File: src/rtl/i2cTgtPkg.sv
package i2cTgtPkg;
  localparam int BYTE_W = 8;

  typedef enum logic [3:0] {
    ST_IDLE,
    ST_ADDR,
    ST_ADDR_ACK,
    ST_REG,
    ST_REG_ACK,
    ST_WDATA,
    ST_WDATA_ACK,
    ST_RDATA,
    ST_RACK,
    ST_IGNORE
  } tgtState_e;

  // strobes from control to datapath
  typedef struct packed {
    logic shiftIn;
    logic loadTx;
    logic shiftTx;
    logic setPtr;
    logic writeReg;
    logic incPtr;
  } dpStrobe_t;
endpackage

File: src/rtl/i2cTgtSync.sv
module i2cTgtSync #(
  parameter int SYNC_STAGES = 2
) (
  input  logic clk,
  input  logic rstN,
  input  logic sclIn,
  input  logic sdaIn,
  output logic sdaS,
  output logic sclRise,
  output logic sclFall,
  output logic startDet,
  output logic stopDet
);
  logic [SYNC_STAGES-1:0] sclPipe, sdaPipe;
  logic sclS, sclD, sdaD;

  always_ff @(posedge clk or negedge rstN) begin
    if (!rstN) begin
      sclPipe <= '1;
      sdaPipe <= '1;
      sclD    <= 1'b1;
      sdaD    <= 1'b1;
    end else begin
      sclPipe <= {sclPipe[SYNC_STAGES-2:0], sclIn};
      sdaPipe <= {sdaPipe[SYNC_STAGES-2:0], sdaIn};
      sclD    <= sclS;
      sdaD    <= sdaS;
    end
  end

  assign sclS     = sclPipe[SYNC_STAGES-1];
  assign sdaS     = sdaPipe[SYNC_STAGES-1];
  assign sclRise  = sclS & ~sclD;
  assign sclFall  = ~sclS & sclD;
  assign startDet = sclS & sclD & sdaD & ~sdaS;
  assign stopDet  = sclS & sclD & ~sdaD & sdaS;
endmodule

File: src/rtl/i2cTgtCtrl.sv
module i2cTgtCtrl
  import i2cTgtPkg::*;
#(
  parameter logic [6:0] TGT_ADDR = 7'h2A
) (
  input  logic              clk,
  input  logic              rstN,
  input  logic              sdaS,
  input  logic              sclRise,
  input  logic              sclFall,
  input  logic              startDet,
  input  logic              stopDet,
  input  logic [BYTE_W-1:0] rxByte,
  input  logic              txBit,
  input  logic              blockMode,
  output dpStrobe_t         strb,
  output logic              sdaOutEn,
  output logic              stateIdle,
  output logic              stateIgnore,
  output logic              stateAddr
);
  localparam logic [3:0] BITS_PER_BYTE = 4'(BYTE_W);

  tgtState_e state, stateNxt;
  logic [3:0] bitCnt, bitCntNxt;
  logic ackDrive, ackDriveNxt;
  logic ctlAck, ctlAckNxt;

  always_ff @(posedge clk or negedge rstN) begin
    if (!rstN) begin
      state    <= ST_IDLE;
      bitCnt   <= '0;
      ackDrive <= 1'b0;
      ctlAck   <= 1'b1;
    end else begin
      state    <= stateNxt;
      bitCnt   <= bitCntNxt;
      ackDrive <= ackDriveNxt;
      ctlAck   <= ctlAckNxt;
    end
  end

  always_comb begin
    stateNxt    = state;
    bitCntNxt   = bitCnt;
    ackDriveNxt = ackDrive;
    ctlAckNxt   = ctlAck;
    strb        = '0;
    if (stopDet) begin
      stateNxt    = ST_IDLE;
      ackDriveNxt = 1'b0;
    end else if (startDet) begin
      stateNxt    = ST_ADDR;
      bitCntNxt   = '0;
      ackDriveNxt = 1'b0;
    end else begin
      unique case (state)
        ST_ADDR, ST_REG, ST_WDATA: begin
          if (sclRise && bitCnt != BITS_PER_BYTE) begin
            strb.shiftIn = 1'b1;
            bitCntNxt    = bitCnt + 4'd1;
          end else if (sclFall && bitCnt == BITS_PER_BYTE) begin
            if (state == ST_ADDR) begin
              if (rxByte[BYTE_W-1:1] == TGT_ADDR) begin
                ackDriveNxt = 1'b1;
                stateNxt    = ST_ADDR_ACK;
              end else begin
                stateNxt = ST_IGNORE;
              end
            end else if (state == ST_REG) begin
              strb.setPtr = 1'b1;
              ackDriveNxt = 1'b1;
              stateNxt    = ST_REG_ACK;
            end else begin
              strb.writeReg = 1'b1;
              strb.incPtr   = blockMode;
              ackDriveNxt   = 1'b1;
              stateNxt      = ST_WDATA_ACK;
            end
          end
        end
        ST_ADDR_ACK: begin
          if (sclFall) begin
            ackDriveNxt = 1'b0;
            bitCntNxt   = '0;
            if (rxByte[0]) begin
              strb.loadTx = 1'b1;
              strb.incPtr = blockMode;
              stateNxt    = ST_RDATA;
            end else begin
              stateNxt = ST_REG;
            end
          end
        end
        ST_REG_ACK, ST_WDATA_ACK: begin
          if (sclFall) begin
            ackDriveNxt = 1'b0;
            bitCntNxt   = '0;
            stateNxt    = ST_WDATA;
          end
        end
        ST_RDATA: begin
          if (sclFall) begin
            if (bitCnt == BITS_PER_BYTE - 4'd1) begin
              bitCntNxt = '0;
              stateNxt  = ST_RACK;
            end else begin
              strb.shiftTx = 1'b1;
              bitCntNxt    = bitCnt + 4'd1;
            end
          end
        end
        ST_RACK: begin
          if (sclRise) begin
            ctlAckNxt = sdaS;
          end else if (sclFall) begin
            if (!ctlAck) begin
              strb.loadTx = 1'b1;
              strb.incPtr = blockMode;
              bitCntNxt   = '0;
              stateNxt    = ST_RDATA;
            end else begin
              stateNxt = ST_IGNORE;
            end
          end
        end
        default: ;
      endcase
    end
  end

  assign sdaOutEn    = ackDrive | ((state == ST_RDATA) & ~txBit);
  assign stateIdle   = (state == ST_IDLE);
  assign stateIgnore = (state == ST_IGNORE);
  assign stateAddr   = (state == ST_ADDR);
endmodule

File: src/rtl/i2cTgtDatapath.sv
module i2cTgtDatapath
  import i2cTgtPkg::*;
#(
  parameter int NUM_REGS = 16,
  localparam int PTR_W   = $clog2(NUM_REGS)
) (
  input  logic              clk,
  input  logic              rstN,
  input  logic              sdaS,
  input  dpStrobe_t         strb,
  output logic [BYTE_W-1:0] rxByte,
  output logic              txBit,
  output logic              blockMode,
  output logic [PTR_W-1:0]  ptr
);
  localparam int BLOCK_BIT = BYTE_W - 1;

  logic [BYTE_W-1:0] txShift;
  logic [BYTE_W-1:0] regFile [NUM_REGS];

  always_ff @(posedge clk or negedge rstN) begin
    if (!rstN) begin
      rxByte    <= '0;
      txShift   <= '1;
      blockMode <= 1'b0;
      ptr       <= '0;
    end else begin
      if (strb.shiftIn) rxByte <= {rxByte[BYTE_W-2:0], sdaS};
      if (strb.loadTx) txShift <= regFile[ptr];
      else if (strb.shiftTx) txShift <= {txShift[BYTE_W-2:0], 1'b1};
      if (strb.setPtr) begin
        ptr       <= rxByte[PTR_W-1:0];
        blockMode <= rxByte[BLOCK_BIT];
      end else if (strb.incPtr) begin
        ptr <= ptr + 1'b1;
      end
    end
  end

  for (genvar g = 0; g < NUM_REGS; g++) begin : gReg
    always_ff @(posedge clk or negedge rstN) begin
      if (!rstN) regFile[g] <= '0;
      else if (strb.writeReg && ptr == PTR_W'(g)) regFile[g] <= rxByte;
    end
  end

  assign txBit = txShift[BYTE_W-1];
endmodule

File: src/rtl/i2cRegTarget.sv
module i2cRegTarget
  import i2cTgtPkg::*;
#(
  parameter logic [6:0] TGT_ADDR = 7'h2A,
  parameter int NUM_REGS         = 16,
  parameter int SYNC_STAGES      = 2
) (
  input  logic clk,
  input  logic rstN,
  input  logic sclIn,
  input  logic sdaIn,
  output logic sdaOutEn
);
  localparam int PTR_W = $clog2(NUM_REGS);

  logic sdaS, sclRise, sclFall, startDet, stopDet;
  logic [BYTE_W-1:0] rxByte;
  logic txBit, blockMode;
  logic [PTR_W-1:0] ptr;
  logic stateIdle, stateIgnore, stateAddr, incPtr;
  dpStrobe_t strb;

  i2cTgtSync #(.SYNC_STAGES(SYNC_STAGES)) uSync (
    .clk(clk), .rstN(rstN), .sclIn(sclIn), .sdaIn(sdaIn), .sdaS(sdaS),
    .sclRise(sclRise), .sclFall(sclFall), .startDet(startDet), .stopDet(stopDet)
  );

  i2cTgtCtrl #(.TGT_ADDR(TGT_ADDR)) uCtrl (
    .clk(clk), .rstN(rstN), .sdaS(sdaS), .sclRise(sclRise), .sclFall(sclFall),
    .startDet(startDet), .stopDet(stopDet), .rxByte(rxByte), .txBit(txBit),
    .blockMode(blockMode), .strb(strb), .sdaOutEn(sdaOutEn),
    .stateIdle(stateIdle), .stateIgnore(stateIgnore), .stateAddr(stateAddr)
  );

  i2cTgtDatapath #(.NUM_REGS(NUM_REGS)) uDp (
    .clk(clk), .rstN(rstN), .sdaS(sdaS), .strb(strb), .rxByte(rxByte),
    .txBit(txBit), .blockMode(blockMode), .ptr(ptr)
  );

  assign incPtr = strb.incPtr;
endmodule


File: config.mk
export PLATFORM = sky130hd
export DESIGN_NAME = i2cRegTarget
export DESIGN_NICKNAME = d
export VERILOG_FILES = /design/src/rtl/i2cTgtPkg.sv /design/src/rtl/i2cTgtSync.sv /design/src/rtl/i2cTgtCtrl.sv /design/src/rtl/i2cTgtDatapath.sv /design/src/rtl/i2cRegTarget.sv
export SDC_FILE = /design/constraint.sdc
export NUM_CORES = 1
export LEC_CHECK = 0
export ABC_CLOCK_PERIOD_IN_PS = 3400
export BUFFER_PORTS_ARGS = -buffer_cell sky130_fd_sc_hd__buf_2
export CORE_MARGIN = 3
export CORE_UTILIZATION = 40
export CTS_CLUSTER_SIZE = 40
export DETAILED_ROUTE_END_ITERATION = 6
export SYNTH_ARGS = -nofsm -noshare
export SYNTH_HDL_FRONTEND = slang
export SYNTH_SLANG_ARGS = --single-unit
File: constraint.sdc
create_clock -name clk -period 3.4 [get_ports clk]
set_clock_uncertainty 0.2 [all_clocks]
set_input_delay 0.68 -clock clk [delete_from_list [all_inputs] [get_ports clk]]
set_output_delay 0.68 -clock clk [all_outputs]
set_load 0.05 [all_outputs]
# Yosys cells after proc, flatten, opt, wreduce, memory -nomap -nowiden
# Cells that the tools add are included.
dict set report totals {
  register_bits 165
  wordCells 187
}
dict set report classes {
  addsub 2
  magnitude_cmp 1
  eq_ne 43
  mux 65
  bitwise 17
  n_reduce_logical 31
}
# operator count
set ops {}
lappend ops {{2-to-1 mux 4 bit} 23}
lappend ops {{== test 4 bit, second input constant} 10}
lappend ops {{== test 4 x 3 -> 1 bit, second input constant} 9}
lappend ops {{binary-select mux 8 bit (select 4 bit)} 1}
lappend ops {{2-to-1 mux 8 bit} 4}
lappend ops {{inequality test 4 x 3 -> 1 bit, second input constant} 6}
lappend ops {{2-to-1 mux 1 bit} 23}
lappend ops {{case mux 4 bit (5 select lines)} 1}
lappend ops {{logical AND 1 bit} 18}
lappend ops {{== test 4 x 2 -> 1 bit, second input constant} 4}
lappend ops {{case mux 4 bit (4 select lines)} 1}
lappend ops {{2-to-1 mux 3 bit} 4}
lappend ops {{2-to-1 mux 6 bit} 2}
lappend ops {{inequality test 4 bit, second input constant} 3}
lappend ops {{inequality test 3 x 2 -> 1 bit, second input constant} 3}
lappend ops {{AND reduction 9 bit} 1}
lappend ops {{adder 4 x 1 -> 4 bit, second input constant} 2}
lappend ops {{bitwise AND 1 bit} 8}
lappend ops {{== test 4 x 1 -> 1 bit, second input constant} 2}
lappend ops {{AND reduction 8 bit} 1}
lappend ops {{== test 7 x 6 -> 1 bit, second input constant} 1}
lappend ops {{NOT 1 bit} 7}
lappend ops {{nonzero test 7 bit} 1}
lappend ops {{2-to-1 mux 2 bit} 3}
lappend ops {{17 further kinds} 21}

# Depth between registers and ports, before layout
dict set report logic_depth {
  word_depth 10
  mapped_depth 9
  ltp_nobuf 8
}

# Modules after synthesis
# Synthesis repeated with hierarchy kept, for this count alone.
dict set report hier_totals {
  cells_unflattened 573
  hier_area_um2 8196.6
}
# mod n_inst cells_per_inst area_per_inst_um2 seq_area_each_um2
set by_module_without_submodules {}
lappend by_module_without_submodules {i2cTgtDatapath 1 434 6957.9 3738.6}
lappend by_module_without_submodules {i2cTgtCtrl 1 129 1048.5 251.5}
lappend by_module_without_submodules {i2cTgtSync 1 10 190.2 157.7}

# Worst setup path before layout
# Ideal clock, no wire load.
dict set report synth_path {
  path_kind {register to register}
  startpoint {register uSync.sclD}
  endpoint {register uDp.regFile[100] (netlist name)}
  setup_time_ps 128
  arrival_ps 2281
  t_required_ps 3072
  path_slack_ps 791
  stages_incl_launch_ff 9
  path_buffers 2
  cell_sequence {dfstp_2 buf_2 nand2b_4 or2_1 or4_1 buf_2 nor3_4 nand2_2 mux2_1}
}
dict set report synth_via {
  elab_chain_len 8
}
# item line
set synth_rtl {}
lappend synth_rtl {{from (decl)} i2cTgtSync.sv:15} ;# logic sclS, sclD, sdaD;
lappend synth_rtl {{from (signal assigned)} i2cTgtSync.sv:26} ;# sclD <= sclS;
lappend synth_rtl {{bitwise AND 1 bit or NOT 1 bit (tied branches)} {i2cTgtSync.sv:34, i2cTgtSync.sv:33}}
lappend synth_rtl {{logical AND 1 bit or bitwise AND 1 bit (tied branches)} {i2cTgtCtrl.sv:62, i2cTgtSync.sv:33}}
lappend synth_rtl {{2-to-1 mux 3 bit or logical AND 1 bit (tied branches)} {i2cTgtCtrl.sv:62, i2cTgtCtrl.sv:59}}
lappend synth_rtl {{2-to-1 mux 3 bit} i2cTgtCtrl.sv:59} ;# if (sclRise && bitCnt != BITS_PER_BYTE) begin
lappend synth_rtl {{2-to-1 mux 2 bit} i2cTgtCtrl.sv:57} ;# unique case (state)
lappend synth_rtl {{2-to-1 mux 6 bit} i2cTgtCtrl.sv:52} ;# end else if (startDet) begin
lappend synth_rtl {{2-to-1 mux 6 bit (*)} i2cTgtCtrl.sv:49} ;# if (stopDet) begin
lappend synth_rtl {{logical AND 1 bit (*)} i2cTgtDatapath.sv:43} ;# else if (strb.writeReg && ptr == PTR_W'(g)) regFile[g] <= rxByte;
lappend synth_rtl {{to (signal, indexed assignment)} i2cTgtDatapath.sv:43}
lappend synth_rtl {{to (decl)} i2cTgtDatapath.sv:19} ;# logic [BYTE_W-1:0] regFile [NUM_REGS];
# Mark *: on every way between the ends. The rest lies on a longest branch, timed or not.
# A chain may end at the register's enable or synchronous reset.

# Final worst setup path
dict set report layout_path {
  startpoint {register uCtrl.bitCnt[0]}
  endpoint {register uDp.regFile[82] (netlist name)}
}
dict set report layout_via {
  elab_chain_len 8
}
# item line
set layout_rtl {}
lappend layout_rtl {{from (decl)} i2cTgtCtrl.sv:25} ;# logic [3:0] bitCnt, bitCntNxt;
lappend layout_rtl {{from (signal assigned)} i2cTgtCtrl.sv:37} ;# bitCnt <= bitCntNxt;
lappend layout_rtl {{== test 4 bit} i2cTgtCtrl.sv:62} ;# end else if (sclFall && bitCnt == BITS_PER_BYTE) begin
lappend layout_rtl {{logical AND 1 bit} i2cTgtCtrl.sv:62}
lappend layout_rtl {{2-to-1 mux 3 bit} i2cTgtCtrl.sv:62}
lappend layout_rtl {{2-to-1 mux 3 bit (*)} i2cTgtCtrl.sv:59}
lappend layout_rtl {{2-to-1 mux 2 bit (*)} i2cTgtCtrl.sv:57}
lappend layout_rtl {{2-to-1 mux 6 bit (*)} i2cTgtCtrl.sv:52}
lappend layout_rtl {{2-to-1 mux 6 bit (*)} i2cTgtCtrl.sv:49}
lappend layout_rtl {{logical AND 1 bit (*)} i2cTgtDatapath.sv:43}
# Marks and branches as above.

==> metrics.txt <==
asr flop ratio synth=100%; Initial DRC Count=273; number of buffers added on ports=4; crit-path max cell delay=between 0.6 and 0.7 ns; CTS root buffer=clkbuf_16; Cell variety after synth=57; gr busiest metal=met2; Final GP Congestion=around 0.86; worst-path cell chain=inv_1 -> ha_1 -> nand3b_1 -> or2_1 -> or4_1 -> nor3_4 -> nand2_2 -> mux2_1; largest fanout on the critical path=8; met2 Use GR=26.0%; post-route setup TNS=0 ns; initial core utilization=between 40% and 50%; worst hold margin=0.0348 ns; vias per std cell=5.64; Final Setup Violations=0; cells after synthesis=557; DRC violations left=0; Post-CTS Resized=0; fmax=between 0.3 and 0.4 GHz; critical path's top delay family=simple AND/OR/NAND/NOR gates; R2R setup slack=0.37 ns; final hold violations=0; DRT Wirelength=17300 µm; syn nets=around 570; remaining global-route overflow=0; Register-to-Register Path Depth=8; area delta synth->final=10.5%; post-route ant nets=0; setup bufs post-CTS=0; post-synthesis sequential area ratio=52.3%; routed wire length per instance=21.0 µm; Post-synth top flop=dfrtp_1; IO Pins=5; Crit-path slowest cell=or4_1; Max Root-Sink Buffers=2; number of global-route vias before repair=~4900; max-cap check violation count=0; CTS H-Tree Depth=4; Peak VDD IR=0.310 mV; arrival time worst endpoint=~3.1 ns; drt pass-1 iters=5; Internal Power=3.50 mW; Leakage=around 4.1 nW; vias=4633; Slew @ Worst Pin=0.758 ns; Max-slew headroom=49.5%; Cell Rows=50; Tcrit/Tclk final=89.1%; max-slew violation count=0; clock slew at reported path FFs=about 0.060 ns; Worst Hold Class=in2async; WP data required=3.50 ns; GR Util All Layers=between 15 and 20%; antenna cell count=0; critical path type=reg2reg; FF-to-FF End=uDp.regFile[82]$_DFFE_PN0P_; Clock Latency Late Sink=0.43 ns; outcome=complete, no violations; largest net degree at the start of global routing=65; first-pass GRT wire length=between 20000 and 30000 µm; post-layout min period=between 3 and 4 ns; met1 global-route usage=between 20% and 30%; kind of start point of the critical path=flip-flop; flops & latches, synth=165; switch share=about 33%; Critical Path End Type=flip-flop; Die Wd=147 µm; CTS tree=yes; Fillers=roughly 1700; CTS Buf Count=17; hold buffers post-CTS=0; Post-synth EDFFs=0; combinational share of power=between 10% and 20%; clock power share=33.9%; dpl hpwl=11300 µm; Die Ht=147 µm; core area=between 15000 and 20000 µm²; Final Net Count=560; buffer and inverter count on the worst path=1; Synth Cell Area=approximately 7900 µm²; GRT met3 Usage=under 10%; RSZ-0062 raised after global routing=no; initial antenna violation count=0; syn_area_per_cell=14.2 µm²; synth warn=0; CTS sink cnt=165; share of layout cells above drive strength 1=43.2%; power per cell area=between 500 and 600 nW/µm²; Reg2Reg Launch Point=uCtrl.bitCnt[0]$_DFFE_PN0P_; sequential cell fraction of total power=47.9%; die area=21500 µm²; Psw=1.74 mW
-- sequential cells by signal, indices dropped and copies added, names as in the netlist --
signal	flops
uSync.sclD	1
uDp.txShift	8
uCtrl.bitCnt	4
uDp.ptr	4
uDp.regFile	128
uCtrl.ackDrive	1
uCtrl.ctlAck	1
uSync.sdaPipe	2
uDp.blockMode	1
uSync.sdaD	1
uDp.rxByte	8
uSync.sclPipe	2
uCtrl.state	4
-- area by class of cell --
cell class                 instances  area (µm²)  area share (%)
sequential                       165        4150            47.4
multi-input combinational        340        3570            40.8
clock buffer                      19         443            5.06
tap                              260         325            3.71
timing repair buffer              14         126            1.44
clock inverter                    12        97.6            1.11
inverter                          12        45.0           0.514
-- kinds of logic after synthesis --
family	Yosys count	synth area share, %
flops	165	52.3
fa+ha+maj	6	0.947
mux	185	31.8
compound gates	55	4.77
buf+inv	52	2.60
simple gates	91	7.18
xor+xnor	3	0.331
-- per-stage QoR --
stage / power (mW) / util, % / setup slack (ns) / cell area, µm² / cells
after floorplan: 3.15 / - / 0.791 / 7930 / 557
after global placement: 3.47 / 43.1 / 0.451 / 8220 / 791
after detailed placement: 3.50 / 43.1 / 0.391 / 8220 / 791
after CTS: 5.29 / 45.9 / 0.373 / 8760 / 822
after global routing: 5.53 / 45.9 / 0.196 / 8760 / 822
final: 5.24 / 45.9 / 0.371 / 8760 / 822
-- worst max-delay path by stage --
stage                                      from                      endpoint  slack (ns)  depth (start not counted)
floorplan                  uSync.sclD$_DFF_PN1_  uDp.regFile[100]$_DFFE_PN0P_        0.79                          8
detailed placement  uCtrl.bitCnt[0]$_DFFE_PN0P_   uDp.regFile[98]$_DFFE_PN0P_        0.39                          8
global route        uCtrl.bitCnt[0]$_DFFE_PN0P_   uDp.regFile[98]$_DFFE_PN0P_        0.20                          8
CTS                 uCtrl.bitCnt[0]$_DFFE_PN0P_   uDp.regFile[98]$_DFFE_PN0P_        0.37                          8
finish              uCtrl.bitCnt[0]$_DFFE_PN0P_   uDp.regFile[82]$_DFFE_PN0P_        0.37                          8
global placement    uCtrl.bitCnt[0]$_DFFE_PN0P_  uDp.regFile[101]$_DFFE_PN0P_        0.45                          8
-- placed cells by master, fill, tap and decap left out, drive strengths merged, types with 2 or more instances in the layout --
| master | instances |
|---|---|
| o21ai | 2 |
| clkbuf | 19 |
| ha | 6 |
| or4 | 2 |
| o211ai | 5 |
| nor2b | 3 |
| dfrtp | 150 |
| dfstp | 15 |
| mux2 | 138 |
| nand2 | 22 |
| a211oi | 2 |
| nor4 | 2 |
| o21bai | 2 |
| inv | 16 |
| nand3 | 8 |
| xnor2 | 3 |
| o31ai | 3 |
| a21oi | 24 |
| or3 | 4 |
| a31oi | 4 |
| nor2 | 21 |
| nand3b | 2 |
| nand2b | 8 |
| nor3 | 5 |
| mux4 | 40 |
| clkinv | 4 |
| mux2i | 7 |
| a221oi | 2 |
| or4b | 2 |
| clkinvlp | 4 |
| nand4 | 2 |
| buf | 14 |
| nand4b | 2 |
-- synthesized netlist by cell type (all sizes together), types with 5 or more instances --
cell,instances,area (µm²)
a21oi,24,120
buf,10,47.6
clkbuf,30,114
dfrtp,150,3750
dfstp,15,394
ha,6,75.1
inv,12,45.1
mux2,138,1550
mux2i,7,70.1
mux4,40,901
nand2,22,123
nand2b,8,57.6
nand3,8,40.0
nor2,21,78.8
nor3,5,70.1
o211ai,5,37.5
-- power groups by stage --
| stage | sequential, mW | clock [mW] | combinational, mW |
|---|---|---|---|
| floorplan | 2.25 | 0 | 0.901 |
| global placement | 2.53 | 0 | 0.934 |
| detailed placement | 2.54 | 0 | 0.954 |
| CTS | 2.51 | 1.83 | 0.954 |
| global route | 2.55 | 1.92 | 1.06 |
| finish | 2.51 | 1.78 | 0.954 |
-- routing by layer --
metal / up-vias / share of wire (%)
met5: - / 0
met4: 0 / 1.4
met3: 20 / 3.5
met2: 100 / 47
met1: 2446 / 48
li1: 2067 / -
No activity file was read; power rests on OpenSTA's default activity.
